$ cat src/rtl/wdt_pkg.sv
package wdt_pkg;
   typedef enum logic [2:0] {
      WA_COUNT = 3'd0,
      WA_INIT  = 3'd1,
      WA_STS1  = 3'd2,
      WA_STS2  = 3'd3,
      WA_CTRL  = 3'd4,
      WA_SMIEN = 3'd5,
      WA_NORB  = 3'd6
   } wdt_addr_e;

   localparam int REG_W     = 16;
   localparam int ADDR_W    = 3;
   localparam int HALT_BIT  = 11;
   localparam int TO_BIT    = 3;
   localparam int TO2_BIT   = 1;
   localparam int SMIEN_BIT = 13;
   localparam int NORB_BIT  = 0;
endpackage

$ cat src/rtl/wdt_tick_gen.sv
module wdt_tick_gen #(
   parameter int unsigned TICK_DIV = 4
) (
   input  logic clk,
   input  logic rst_n,
   input  logic run,
   input  logic restart,
   output logic tick
);
   if (TICK_DIV < 1) begin : g_bad_div
      $error("wdt_tick_gen: TICK_DIV must be at least 1");
   end

   if (TICK_DIV == 1) begin : g_bypass
      logic unused_bypass;
      assign unused_bypass = clk ^ rst_n;
      assign tick = run && !restart;
   end else begin : g_div
      localparam int PW = $clog2(TICK_DIV);
      localparam logic [PW-1:0] LAST = PW'(TICK_DIV - 1);
      logic [PW-1:0] pre_q;

      always_ff @(posedge clk or negedge rst_n) begin
         if (!rst_n) begin
            pre_q <= '0;
         end else if (!run || restart) begin
            pre_q <= '0;
         end else if (pre_q == LAST) begin
            pre_q <= '0;
         end else begin
            pre_q <= pre_q + 1'b1;
         end
      end

      assign tick = run && !restart && (pre_q == LAST);
   end
endmodule

$ cat src/rtl/wdt_countdown.sv
module wdt_countdown #(
   parameter int CNT_W        = 10,
   parameter int DEFAULT_INIT = 50
) (
   input  logic             clk,
   input  logic             rst_n,
   input  logic             tick,
   input  logic             load,
   input  logic [CNT_W-1:0] init_val,
   output logic [CNT_W-1:0] count,
   output logic             expire
);
   logic [CNT_W-1:0] count_q;

   assign expire = tick && !load && (count_q == '0);
   assign count  = count_q;

   always_ff @(posedge clk or negedge rst_n) begin
      if (!rst_n) begin
         count_q <= CNT_W'(DEFAULT_INIT);
      end else if (load || expire) begin
         count_q <= init_val;
      end else if (tick) begin
         count_q <= count_q - 1'b1;
      end
   end
endmodule

$ cat src/rtl/wdt_regs.sv
module wdt_regs
   import wdt_pkg::*;
#(
   parameter int CNT_W        = 10,
   parameter int DEFAULT_INIT = 50,
   parameter int MIN_INIT     = 4
) (
   input  logic              clk,
   input  logic              rst_n,
   input  logic              wr_en,
   input  logic [ADDR_W-1:0] addr,
   input  logic [REG_W-1:0]  wdata,
   output logic [REG_W-1:0]  rdata,
   input  logic [CNT_W-1:0]  count,
   input  logic              expire,
   output logic [CNT_W-1:0]  init_val,
   output logic              halt,
   output logic              reload_wr,
   output logic              sts1,
   output logic              sts2,
   output logic              noreboot,
   output logic              smi_req,
   output logic              rst_req
);
   logic wr_init, wr_sts1, wr_sts2, wr_ctrl, wr_smien, wr_norb;
   logic [CNT_W-1:0] init_q;
   logic halt_q, sts1_q, sts2_q, smien_q, norb_q, rst_q;
   logic unused_wbits;

   assign unused_wbits = ^wdata;

   assign reload_wr = wr_en && (addr == WA_COUNT);
   assign wr_init   = wr_en && (addr == WA_INIT);
   assign wr_sts1   = wr_en && (addr == WA_STS1);
   assign wr_sts2   = wr_en && (addr == WA_STS2);
   assign wr_ctrl   = wr_en && (addr == WA_CTRL);
   assign wr_smien  = wr_en && (addr == WA_SMIEN);
   assign wr_norb   = wr_en && (addr == WA_NORB);

   always_ff @(posedge clk or negedge rst_n) begin
      if (!rst_n) begin
         init_q <= CNT_W'(DEFAULT_INIT);
      end else if (wr_init && (wdata[CNT_W-1:0] >= CNT_W'(MIN_INIT))) begin
         init_q <= wdata[CNT_W-1:0];
      end
   end

   always_ff @(posedge clk or negedge rst_n) begin
      if (!rst_n) begin
         halt_q  <= 1'b1;
         smien_q <= 1'b0;
         norb_q  <= 1'b1;
      end else begin
         if (wr_ctrl)  halt_q  <= wdata[HALT_BIT];
         if (wr_smien) smien_q <= wdata[SMIEN_BIT];
         if (wr_norb)  norb_q  <= wdata[NORB_BIT];
      end
   end

   always_ff @(posedge clk or negedge rst_n) begin
      if (!rst_n) begin
         sts1_q <= 1'b0;
         sts2_q <= 1'b0;
         rst_q  <= 1'b0;
      end else begin
         if (expire) begin
            sts1_q <= 1'b1;
         end else if (wr_sts1 && wdata[TO_BIT]) begin
            sts1_q <= 1'b0;
         end
         if (expire && sts1_q) begin
            sts2_q <= 1'b1;
         end else if (wr_sts2 && wdata[TO2_BIT]) begin
            sts2_q <= 1'b0;
         end
         rst_q <= expire && sts1_q && !norb_q;
      end
   end

   always_comb begin
      rdata = '0;
      case (addr)
         WA_COUNT: rdata[CNT_W-1:0]  = count;
         WA_INIT:  rdata[CNT_W-1:0]  = init_q;
         WA_STS1:  rdata[TO_BIT]     = sts1_q;
         WA_STS2:  rdata[TO2_BIT]    = sts2_q;
         WA_CTRL:  rdata[HALT_BIT]   = halt_q;
         WA_SMIEN: rdata[SMIEN_BIT]  = smien_q;
         WA_NORB:  rdata[NORB_BIT]   = norb_q;
         default:  rdata = '0;
      endcase
   end

   assign init_val = init_q;
   assign halt     = halt_q;
   assign sts1     = sts1_q;
   assign sts2     = sts2_q;
   assign noreboot = norb_q;
   assign smi_req  = sts1_q && smien_q;
   assign rst_req  = rst_q;
endmodule

$ cat src/rtl/wdt_dual_stage.sv
module wdt_dual_stage
   import wdt_pkg::*;
#(
   parameter int unsigned TICK_DIV     = 60_000_000,
   parameter int          CNT_W        = 10,
   parameter int          DEFAULT_INIT = 50,
   parameter int          MIN_INIT     = 4
) (
   input  logic              clk,
   input  logic              rst_n,
   input  logic              reg_we,
   input  logic [ADDR_W-1:0] reg_addr,
   input  logic [REG_W-1:0]  reg_wdata,
   output logic [REG_W-1:0]  reg_rdata,
   output logic              smi_req,
   output logic              rst_req
);
   localparam int CNT_MAX = (1 << CNT_W) - 1;

   if (CNT_W < 3 || CNT_W > REG_W) begin : g_bad_width
      $error("wdt_dual_stage: CNT_W out of range");
   end
   if (MIN_INIT < 1 || DEFAULT_INIT < MIN_INIT || DEFAULT_INIT > CNT_MAX) begin : g_bad_init
      $error("wdt_dual_stage: DEFAULT_INIT outside the legal reload range");
   end

   logic             tick_w, expire_w, halt_w, reload_w;
   logic             sts1_w, sts2_w, noreboot_w;
   logic [CNT_W-1:0] count_w, init_w;

   wdt_tick_gen #(.TICK_DIV(TICK_DIV)) u_tick (
      .clk     (clk),
      .rst_n   (rst_n),
      .run     (!halt_w),
      .restart (reload_w),
      .tick    (tick_w)
   );

   wdt_countdown #(.CNT_W(CNT_W), .DEFAULT_INIT(DEFAULT_INIT)) u_cnt (
      .clk      (clk),
      .rst_n    (rst_n),
      .tick     (tick_w),
      .load     (reload_w),
      .init_val (init_w),
      .count    (count_w),
      .expire   (expire_w)
   );

   wdt_regs #(.CNT_W(CNT_W), .DEFAULT_INIT(DEFAULT_INIT), .MIN_INIT(MIN_INIT)) u_regs (
      .clk       (clk),
      .rst_n     (rst_n),
      .wr_en     (reg_we),
      .addr      (reg_addr),
      .wdata     (reg_wdata),
      .rdata     (reg_rdata),
      .count     (count_w),
      .expire    (expire_w),
      .init_val  (init_w),
      .halt      (halt_w),
      .reload_wr (reload_w),
      .sts1      (sts1_w),
      .sts2      (sts2_w),
      .noreboot  (noreboot_w),
      .smi_req   (smi_req),
      .rst_req   (rst_req)
   );
endmodule

$ cat config.mk
export PLATFORM = sky130hd
export DESIGN_NAME = wdt_dual_stage
export DESIGN_NICKNAME = d
export VERILOG_FILES = /design/src/rtl/wdt_pkg.sv /design/src/rtl/wdt_tick_gen.sv /design/src/rtl/wdt_countdown.sv /design/src/rtl/wdt_regs.sv /design/src/rtl/wdt_dual_stage.sv
export SDC_FILE = /design/constraint.sdc
export NUM_CORES = 1
export LEC_CHECK = 0
export ABC_AREA = 1
export CAP_MARGIN = 25
export CORE_MARGIN = 5
export CORE_UTILIZATION = 28
export CTS_BUF_LIST = sky130_fd_sc_hd__clkbuf_2
export DETAILED_ROUTE_END_ITERATION = 8
export GPL_TIMING_DRIVEN = 0
export PLACE_DENSITY = 0.47
export SLEW_MARGIN = 20
export SYNTH_ARGS = -nofsm -noshare
export SYNTH_HDL_FRONTEND = slang
export SYNTH_SLANG_ARGS = --single-unit
$ cat constraint.sdc
create_clock -name clk -period 1.8 [get_ports clk]
set_input_delay 0.18 -clock clk [delete_from_list [all_inputs] [get_ports clk]]
set_output_delay 0.18 -clock clk [all_outputs]
set_load 0.03 [all_outputs]
==> results of run 1 <==
==> sequential cells by signal, summed over array words and instances (netlist names) <==
name and cells:
u_regs.noreboot 1, u_regs.init_val 10, u_cnt.count 10, u_regs.smien_q 1, u_regs.sts1 1, u_tick.g_div.pre_q 26
u_regs.halt 1, u_regs.rst_req 1, u_regs.sts2 1
==> routing by layer <==
layer / part of all wire / track usage / up-vias
met5: 0 / 0 / -
met4: 0.010 / 0.03052 / 0
met3: 0.038 / 0.02158 / 6
met2: 0.45 / 0.1883 / 56
met1: 0.51 / 0.1734 / 1300
li1: - / - / 1418
==> synth_stat cells (all sizes together) (2+ instances only) <==
cell type,instances,area share
o21ai,10,0.016
nor3,15,0.027
o22ai,6,0.012
nand4,5,0.015
inv,55,0.066
xor2,9,0.025
nand3,44,0.088
a21oi,17,0.027
buf,10,0.024
xnor2,4,0.011
nor4,4,0.0081
ha,3,0.012
dfrtp,44,0.35
nor3b,3,0.0072
clkinv,2,0.0024
nand3b,2,0.0048
dfstp,8,0.068
nand2,95,0.12
nor2,64,0.090
o221ai,3,0.0085
a31oi,2,0.0040
==> worst min-delay path, cell delays in order <==
cell     delay, ps
buf_2          160
nand3_1        120
a21oi_1         70
==> logic make-up (layout without fill, tap and decap cells) <==
family,count (synthesis),count (layout)
buffers and inverters,68,118
flip-flops,52,52
adder cells (fa/ha/maj),3,3
XOR/XNOR,13,13
AO/OA/AOI/OAI,39,39
other,1,4
AND/OR/NAND/NOR,233,234
==> power by group through the flow <==
stage	Sequential (mW)	Clock, mW	Combinational, mW
after floorplan	1.49	0	0.811
after global placement	1.53	0	1.07
after detailed placement	1.53	0	1.08
after CTS	1.50	0.547	1.11
after global routing	1.52	0.585	1.30
final	1.50	0.519	1.15
==> worst paths after layout <==
path                                                        end  slack, ps  depth (start not counted)
worst min-delay path                    u_regs.halt$_DFFE_PN1P_         50                          3
max in group asynchronous            u_cnt.count[8]$_DFFE_PN0P_       1070                          2
worst max-delay path                 u_cnt.count[6]$_DFFE_PN0P_         30                          9
worst min register to register  u_tick.g_div.pre_q[0]$_DFF_PN0_        480                          1
worst max register to register       u_cnt.count[6]$_DFFE_PN0P_         30                          9
min in group asynchronous       u_tick.g_div.pre_q[7]$_DFF_PN0_        240                          2
==> area by class of cell <==
class / count / area (µm²)
Inverter: 57 / 216.5
Timing Repair inverter: 1 / 5.005
Clock buffer: 6 / 30.03
Multi-Input combinational cell: 293 / 1615
Clock inverter: 2 / 13.76
Tap cell: 140 / 175.2
Fill cell: 1186 / 7017
Sequential cell: 52 / 1313
Buffer: 11 / 90.09
Timing Repair Buffer: 41 / 365.4
==> timing repair <==
action                                 4_1_cts  5_1_grt
gates cloned                                 1        2
hold buffers                                 1        0
pin swaps                                    1        7
setup buffers                                2        7
setup endpoints to repair                   23       30
endpoints found under the hold margin       44        0
resized for setup                           68       29
==> through the flow <==
stage	instances	setup slack (ps)	area (µm²)	utilization	TNS, ps
after global routing	603	-129.5	3824	0.3527	-1254
final	603	25.45	3824	0.3527	0
after CTS	594	5.204	3659	0.3375	0
after detailed placement	582	-928.5	3592	0.3314	-11210
after floorplan	412	82.02	3119	-	0
after global placement	582	-1182	3595	0.3316	-67450
==> reports/results.ini, run 1 <==
[power_and_ir_drop]
p_clk_frac=0.164
cell_internal_power_mw=1.928
peakVddDrop_uv=385.1
cellPowerDensity_nw_per_um2=829.5
post-layout-total-power_mw=3.172
power_frac_seq=0.473
power_leakage_nw=1.758
net_sw_frac=0.3920
switchingPower_mw=1.243
power.share.combinational=0.363

[timing]
worst_slew_pin_slew_ps=691.9
maxClockFrequency_ghz=0.5635
worst_slew_margin_rel=0.5387
count_of_endpoints_failing_setup_in_the_final_report=0
timing.hold.ws_ps=50.31
finalHoldViolations=0
timing.final.crit_period_ps=1775
clock_skew_after_layout_ps=39.00
rsz0062_at_grt=yes
timing.final.max_slew_violations=0
period_share=0.9859

[setup_path]
timing.critical_path.slowest_cell_delay_ps=480
worstPathBufferInverterCount=2
critical_path_s_most_frequent_cell=nand3_1
criticalPathCategory=flop to flop
crit_start=u_cnt.count[0]$_DFFE_PN0P_
critical_path.slowest_cell=dfrtp_1
critical_path_peak_fanout=6
endpoint_kind=flop
timing.critical_path.max_delay_family=simple AND/OR/NAND/NOR gates
worstSetupStartpointType=flop
crit_path_cell_trace=inv_1, ha_1, nand3_1, nor2_2, nand4_4, clkbuf_16, nand3_2, nand3_1, nand2_1
critical_path_required_ps=2220
regToRegStartpoint=u_cnt.count[0]$_DFFE_PN0P_
worstPathArrival_ps=2200

[worst_hold_path]
hold_path.class=input port to flop
min_from=reg_addr[2]

[clocking]
tritoncts_num_sinks=52
root_buffer=clkbuf_2
cts_max_level=2
clk_pin_slew_worst_paths_ps=290
worstSkewPairLatency_ps=470
cts_bufs_inserted=5
max_root_sink_buffers=2
cts_tree=built

[logic_synthesis]
synth_top_family_by_area=simple AND/OR/NAND/NOR gates
synth_seq_cells=52
synth-compound-area-share=0.07045
dominantRegCellSynth=dfrtp_1
synthesized_area_divided_by_synthesized_cell_count_um2=7.599
synth-adder-area-share=0.01208
post_synthesis_mux_area_share=0
synth_area_in_xor_xnor=0.03663
synth_edf_count=0
synth_async_sr_flop_share=1.000
mappedNetlistArea_um2=3108
synthesis.yosys.warnings=0
yosysSeqAreaShare=0.4219
synthSimpleGateAreaFrac=0.3635
postSynthCellCount=409
unique_masters_post_synth=37

[routing]
avgViaCountPerCell=4.610
route.detailed.wl_per_inst_um=12.89
wl_um=7775
drt_first_pass_iters=5
route.detailed.drc=0
drt_first_iter_violations=127
ant_nets=0
num_vias=2780

[cells_and_area]
antenna_diode_count=0
final_cell_mix=nand2_1 (82), nor2_1 (54), inv_1 (51)
area_growth_pct=23.03
layout-drive-gt1-share=0.2160
fin_nets=487
mostFrequentLayoutCell=nand2_1

[global_route]
grtUsageTotal=0.1208
grt_antenna_before_repair=0
wire_length_of_the_first_global_routing_pass_um=12920
grt_start_max_net_pins=53
vias_in_the_first_global_route=2654
grt.overflow.total=0

[floorplan]
num_rows=38
die_area_um2=13310
io-pin-count=40
initial_standard_cell_utilization_of_the_core=0.2867
die_width_um=115.4
die_height_um=115.4
core_um2=10840

[place]
gpl.final_weighted_congestion=0.7943
dpl.hpwl_um=5489
placement.io_buffers=30

[flow_run]
maxCapViolCount=0

[outcome]
status=completed

Note: power is estimated with default switching activity, not from simulation.
==> run 2: changes to the inputs <==
- SKIP_LAST_GASP: not set -> 1
- clock period: 1.8 -> 1.85 ns (I/O delays scaled with it)
==> reports/results.ini, run 2 (synthesized netlist as in run 1, its figures left out) <==
[outcome]
status=completed

[setup_path]
worstPathArrival_ps=1570  ; -630 ps
timing.critical_path.slowest_cell_delay_ps=600  ; +120 ps
critical_path.slowest_cell=dfstp_2
critical_path_required_ps=1660  ; -560 ps
endpoint_kind=output pin
regToRegStartpoint=u_tick.g_div.pre_q[0]$_DFF_PN0_
criticalPathCategory=flop to output pin
crit_path_cell_trace=inv_1, o22ai_1, clkdlybuf4s15_2
critical_path_peak_fanout=3  ; -3
crit_start=u_cnt.count[5]$_DFFE_PN1P_
worstSetupStartpointType=flop
r2r.worst_path.cells=10  ; +1

[routing]
route.detailed.drc=0  ; unchanged
num_vias=2783  ; +0.11%
drt_first_iter_violations=148  ; +17%
drt_first_pass_iters=5  ; unchanged
route.detailed.wl_per_inst_um=12.78  ; -0.87%
avgViaCountPerCell=4.600  ; -0.22%
wl_um=7733  ; -0.54%
ant_nets=0  ; unchanged

[clocking]
cts_tree=built
clk_pin_slew_worst_paths_ps=270  ; -20 ps
tritoncts_num_sinks=52  ; unchanged
worstSkewPairLatency_ps=470  ; about the same
cts_bufs_inserted=5  ; unchanged
cts_max_level=2  ; unchanged
root_buffer=clkbuf_2
max_root_sink_buffers=2  ; unchanged

[timing]
fin_ws_ps=99.56  ; +74.11 ps
period_share=0.9462
clock_skew_after_layout_ps=35.75  ; -3.243 ps
finalHoldViolations=0  ; unchanged
worst_slew_margin_rel=0.5422  ; +0.003440
timing.final.max_slew_violations=0  ; unchanged
worst_slew_pin_slew_ps=686.8  ; -5.160 ps
timing.hold.ws_ps=50.94  ; +0.6365 ps
rsz0062_at_grt=yes
timing.final.crit_period_ps=1750
count_of_endpoints_failing_setup_in_the_final_report=0  ; unchanged
maxClockFrequency_ghz=0.5713

[cells_and_area]
top_register=u_tick.g_div.pre_q
mostFrequentLayoutCell=nand2_1
final_cell_mix=nand2_1 (87), nor2_1 (55), inv_1 (50)
largest_register_ff_count=26  ; unchanged
postLayoutCoreUtil=0.3512  ; -0.001501
antenna_diode_count=0  ; unchanged
fin_nets=489  ; +0.41%
layout-drive-gt1-share=0.1978  ; -0.01813
layout.cells.non_filler=605  ; +0.33%
area_growth_pct=22.50

[place]
placement.io_buffers=30  ; unchanged
place_inst=582  ; unchanged
gpl.final_weighted_congestion=0.7943  ; unchanged
placement.setup.worst_slack_ps=-888.5  ; +40.00 ps
dpl.hpwl_um=5489  ; unchanged

[global_route]
grt.overflow.total=0  ; unchanged
vias_in_the_first_global_route=2658  ; +0.15%
grt_start_max_net_pins=53  ; unchanged
grt_antenna_before_repair=0  ; unchanged
wire_length_of_the_first_global_routing_pass_um=12920  ; unchanged
grtUsageTotal=0.1208  ; unchanged

[power_and_ir_drop]
peakVddDrop_uv=370.7  ; -3.8%
power_leakage_nw=1.775  ; +0.97%
cellPowerDensity_nw_per_um2=804.6  ; -3.0%
post-layout-total-power_mw=3.063  ; -3.4%

[floorplan]
die_area_um2=13310  ; unchanged
initial_standard_cell_utilization_of_the_core=0.2867  ; unchanged
io-pin-count=40  ; unchanged
die_height_um=115.4  ; unchanged
num_rows=38  ; unchanged
die_width_um=115.4  ; unchanged
core_um2=10840  ; unchanged

[worst_hold_path]
hold_path.class=input port to flop
min_from=reg_addr[2]
worstHoldPathCells=3  ; unchanged

[flow_run]
maxCapViolCount=0  ; unchanged

-- run 2: cell count changes in the layout (fill, tap and decap cells not counted), sizes merged --
cell	change
clkinv	+1
dlygate4sd1	-1
buf	+1
clkdlybuf4s15	+1
inv	-1
dlygate4sd2	+1
-- run 2: critical path, delay by kind of cell, from the launching register on --
kind                   cells  cell delay (ps)
buffers and inverters      2              380
AOI/OAI and AO/OA          1              150
DFF                        1              600
-- run 2: final timing paths --
check | endpoint | slack [ps]
max in group asynchronous | u_cnt.count[8]$_DFFE_PN0P_ | 1120
worst min-delay path | u_regs.halt$_DFFE_PN1P_ | 50
min in group asynchronous | u_tick.g_div.pre_q[7]$_DFF_PN0_ | 240
worst min register to register | u_cnt.count[1]$_DFFE_PN1P_ | 510
worst max-delay path | reg_rdata[5] | 100
worst max register to register | u_cnt.count[6]$_DFFE_PN0P_ | 120
-- run 2: metrics by stage --
step / TNS [ps] / area (µm²)
5_1_grt: -233.2 / 3807
3_3_place_gp: -63280 / 3595
2_1_floorplan: 0 / 3119
3_5_place_dp: -9433 / 3592
4_1_cts: 0 / 3656
6_report: 0 / 3807
-- run 2: layout make-up --
class,instances,area (µm²)
buffer,11,86.33
timing repair buffer,43,385.4
sequential,52,1313
fill,1179,7033
clock buffer,6,30.03
clock inverter,2,13.76
timing repair inverter,1,5.005
tap,140,175.2
inverter,57,215.2
multi-input combinational,293,1584
-- run 2: report_power, final --
| group | switching [mW] | leakage (nW) | internal [mW] |
|---|---|---|---|
| clock network | 0.404 | 0.0334 | 0.103 |
| logic | 0.661 | 1.08 | 0.432 |
| registers | 0.131 | 0.662 | 1.33 |
-- run 2: per-layer routing --
layer	GRT usage	vias to the layer above	wire length [µm]
met5	0	-	0
met4	0.03052	0	79
met3	0.02158	7	319
met2	0.1883	52	3472
met1	0.1734	1304	3862
li1	-	1420	-
-- run 2: repair_timing --
item                                    4_1_cts  5_1_grt
gates cloned                                  1        2
endpoints found under the setup margin       16       37
gates resized for setup                      62       22
pin swaps                                     1       11
hold buffers                                  1        0
buffers inserted                              2        9
endpoints found under the hold margin        44        0
==> run 3: changes to the inputs <==
- HOLD_SLACK_MARGIN: not set -> 0.1
==> reports/results.ini, run 3 (synthesized netlist as in run 1, its figures left out) <==
[cells_and_area]
final_cell_mix=nand2_1 (87), nor2_1 (55), inv_1 (50)
antenna_diode_count=0  ; unchanged
fillCellCount=1179  ; unchanged
largest_register_ff_count=26  ; unchanged
area_growth_pct=22.83
layout-drive-gt1-share=0.1974  ; -0.0004246
fin_nets=490  ; +0.20%
area_of_the_multi_input_gates_um2=1584  ; unchanged
regArea_um2=1313  ; unchanged
mostFrequentLayoutCell=nand2_1
top_register=u_tick.g_div.pre_q

[worst_hold_path]
hold_path.class=input port to flop

[timing]
finalHoldViolations=0  ; unchanged
maxClockFrequency_ghz=0.5724  ; +0.20%
period_share=0.9443  ; -0.001896
timing.hold.ws_ps=179.0  ; +128.1 ps
timing.final.crit_period_ps=1747  ; -3.508 ps
timing.setup.tns_ps=0  ; unchanged
rsz0062_at_grt=yes
worst_slew_pin_slew_ps=687.3  ; +0.5530 ps
timing.final.max_slew_violations=0  ; unchanged
clock_skew_after_layout_ps=37.13  ; +1.378 ps
count_of_endpoints_failing_setup_in_the_final_report=0  ; unchanged
worst_slew_margin_rel=0.5418  ; about the same
fin_ws_ps=103.1  ; +3.508 ps

[routing]
wl_um=7744  ; +0.14%
route.detailed.drc=0  ; unchanged
avgViaCountPerCell=4.599  ; about the same
ant_nets=0  ; unchanged
route.detailed.wl_per_inst_um=12.78  ; about the same
drt_first_iter_violations=164  ; +11%
drt_first_pass_iters=4  ; -1
num_vias=2787  ; +0.14%

[clocking]
cts_max_level=2  ; unchanged
root_buffer=clkbuf_2
cts_tree=built
worstSkewPairLatency_ps=460  ; about the same
max_root_sink_buffers=2  ; unchanged
clk_pin_slew_worst_paths_ps=270  ; about the same
cts_bufs_inserted=5  ; unchanged
tritoncts_num_sinks=52  ; unchanged

[global_route]
grt_antenna_before_repair=0  ; unchanged
grt.overflow.total=0  ; unchanged
vias_in_the_first_global_route=2667  ; +0.34%
wire_length_of_the_first_global_routing_pass_um=12960  ; +0.33%
grtUsageTotal=0.1211  ; +0.0003292
grt_start_max_net_pins=53  ; unchanged

[power_and_ir_drop]
net_sw_frac=0.3897  ; -0.0006582
power.share.combinational=0.358  ; about the same
switchingPower_mw=1.193  ; -0.20%
cell_internal_power_mw=1.869  ; about the same
cellPowerDensity_nw_per_um2=802.2  ; -0.30%
power_frac_seq=0.478  ; about the same
power_leakage_nw=1.779  ; +0.24%
peakVddDrop_uv=371.0  ; +0.10%
p_clk_frac=0.164  ; about the same

[place]
placement.setup.worst_slack_ps=-888.5  ; unchanged
dpl.hpwl_um=5489  ; unchanged
gpl.final_weighted_congestion=0.7943  ; unchanged
placement.io_buffers=30  ; unchanged

[setup_path]
endpoint_kind=output pin
critical_path_required_ps=1660  ; about the same
critical_path_peak_fanout=3  ; unchanged
worstSetupStartpointType=flop
worstPathArrival_ps=1560  ; about the same
criticalPathCategory=flop to output pin

[floorplan]
die_area_um2=13310  ; unchanged
initial_standard_cell_utilization_of_the_core=0.2867  ; unchanged
die_height_um=115.4  ; unchanged
core_um2=10840  ; unchanged
die_width_um=115.4  ; unchanged
num_rows=38  ; unchanged
io-pin-count=40  ; unchanged

[outcome]
status=completed

[flow_run]
maxCapViolCount=0  ; unchanged

## run 3: worst paths after layout
path                                            startpoint                               to  slack (ps)  cells after the start
min in group asynchronous                            rst_n  u_tick.g_div.pre_q[7]$_DFF_PN0_         250                      2
setup reg to reg           u_tick.g_div.pre_q[0]$_DFF_PN0_       u_cnt.count[6]$_DFFE_PN0P_         120                     10
max in group asynchronous                            rst_n       u_cnt.count[8]$_DFFE_PN0P_        1120                      2
setup / recovery                u_cnt.count[5]$_DFFE_PN1P_                     reg_rdata[5]         100                      3
hold reg to reg                 u_cnt.count[4]$_DFFE_PN1P_       u_cnt.count[4]$_DFFE_PN1P_         510                      2
hold / removal                                 reg_addr[2]          u_regs.sts1$_DFFE_PN0P_         180                      5
## run 3: timing repair
action,CTS,global route
setup buffers,2,9
hold endpoints to repair,47,0
setup endpoints to repair,16,37
hold buffers,2,0
cloned,1,2
resized for setup,62,22
pin swaps,1,11
## run 3: power groups by stage
| stage | clock network (mW) | registers, mW | logic, mW |
|---|---|---|---|
| 4_1_cts | 0.532 | 1.46 | 1.07 |
| 5_1_grt | 0.569 | 1.49 | 1.24 |
| 2_1_floorplan | 0 | 1.45 | 0.790 |
| 3_5_place_dp | 0 | 1.48 | 1.05 |
| 3_3_place_gp | 0 | 1.48 | 1.04 |
| 6_report | 0.504 | 1.46 | 1.09 |
## run 3: worst max-delay path: stages (launching register included)
cell             delay (ps)
dfstp_2                 600
inv_1                    60
o22ai_1                 160
clkdlybuf4s15_2         320
## run 3: routing by layer
layer,GRT usage,up-vias,share of wire
met3,0.02158,8,0.036
li1,-,1427,-
met1,0.1740,1302,0.51
met4,0.03052,0,0.011
met2,0.1887,50,0.44
met5,0,-,0
## run 3: per-stage QoR
| step | instances | area (µm²) | total power, mW | util |
|---|---|---|---|---|
| 2_1_floorplan | 412 | 3119 | 2.238 | - |
| 3_3_place_gp | 582 | 3595 | 2.525 | 0.3316 |
| 3_5_place_dp | 582 | 3592 | 2.535 | 0.3314 |
| 4_1_cts | 595 | 3666 | 3.066 | 0.3382 |
| 5_1_grt | 606 | 3817 | 3.296 | 0.3521 |
| 6_report | 606 | 3817 | 3.062 | 0.3521 |
## run 3: area by class of cell
class / instances / share of cell area
flip-flops and latches: 52 / 0.3438
well taps: 140 / 0.04589
multi-input cells: 293 / 0.4149
clock buffers: 6 / 0.007866
repair inverters: 1 / 0.001311
inverters: 57 / 0.05637
clock inverters: 2 / 0.003605
repair buffers: 44 / 0.1036
plain buffers: 11 / 0.02262
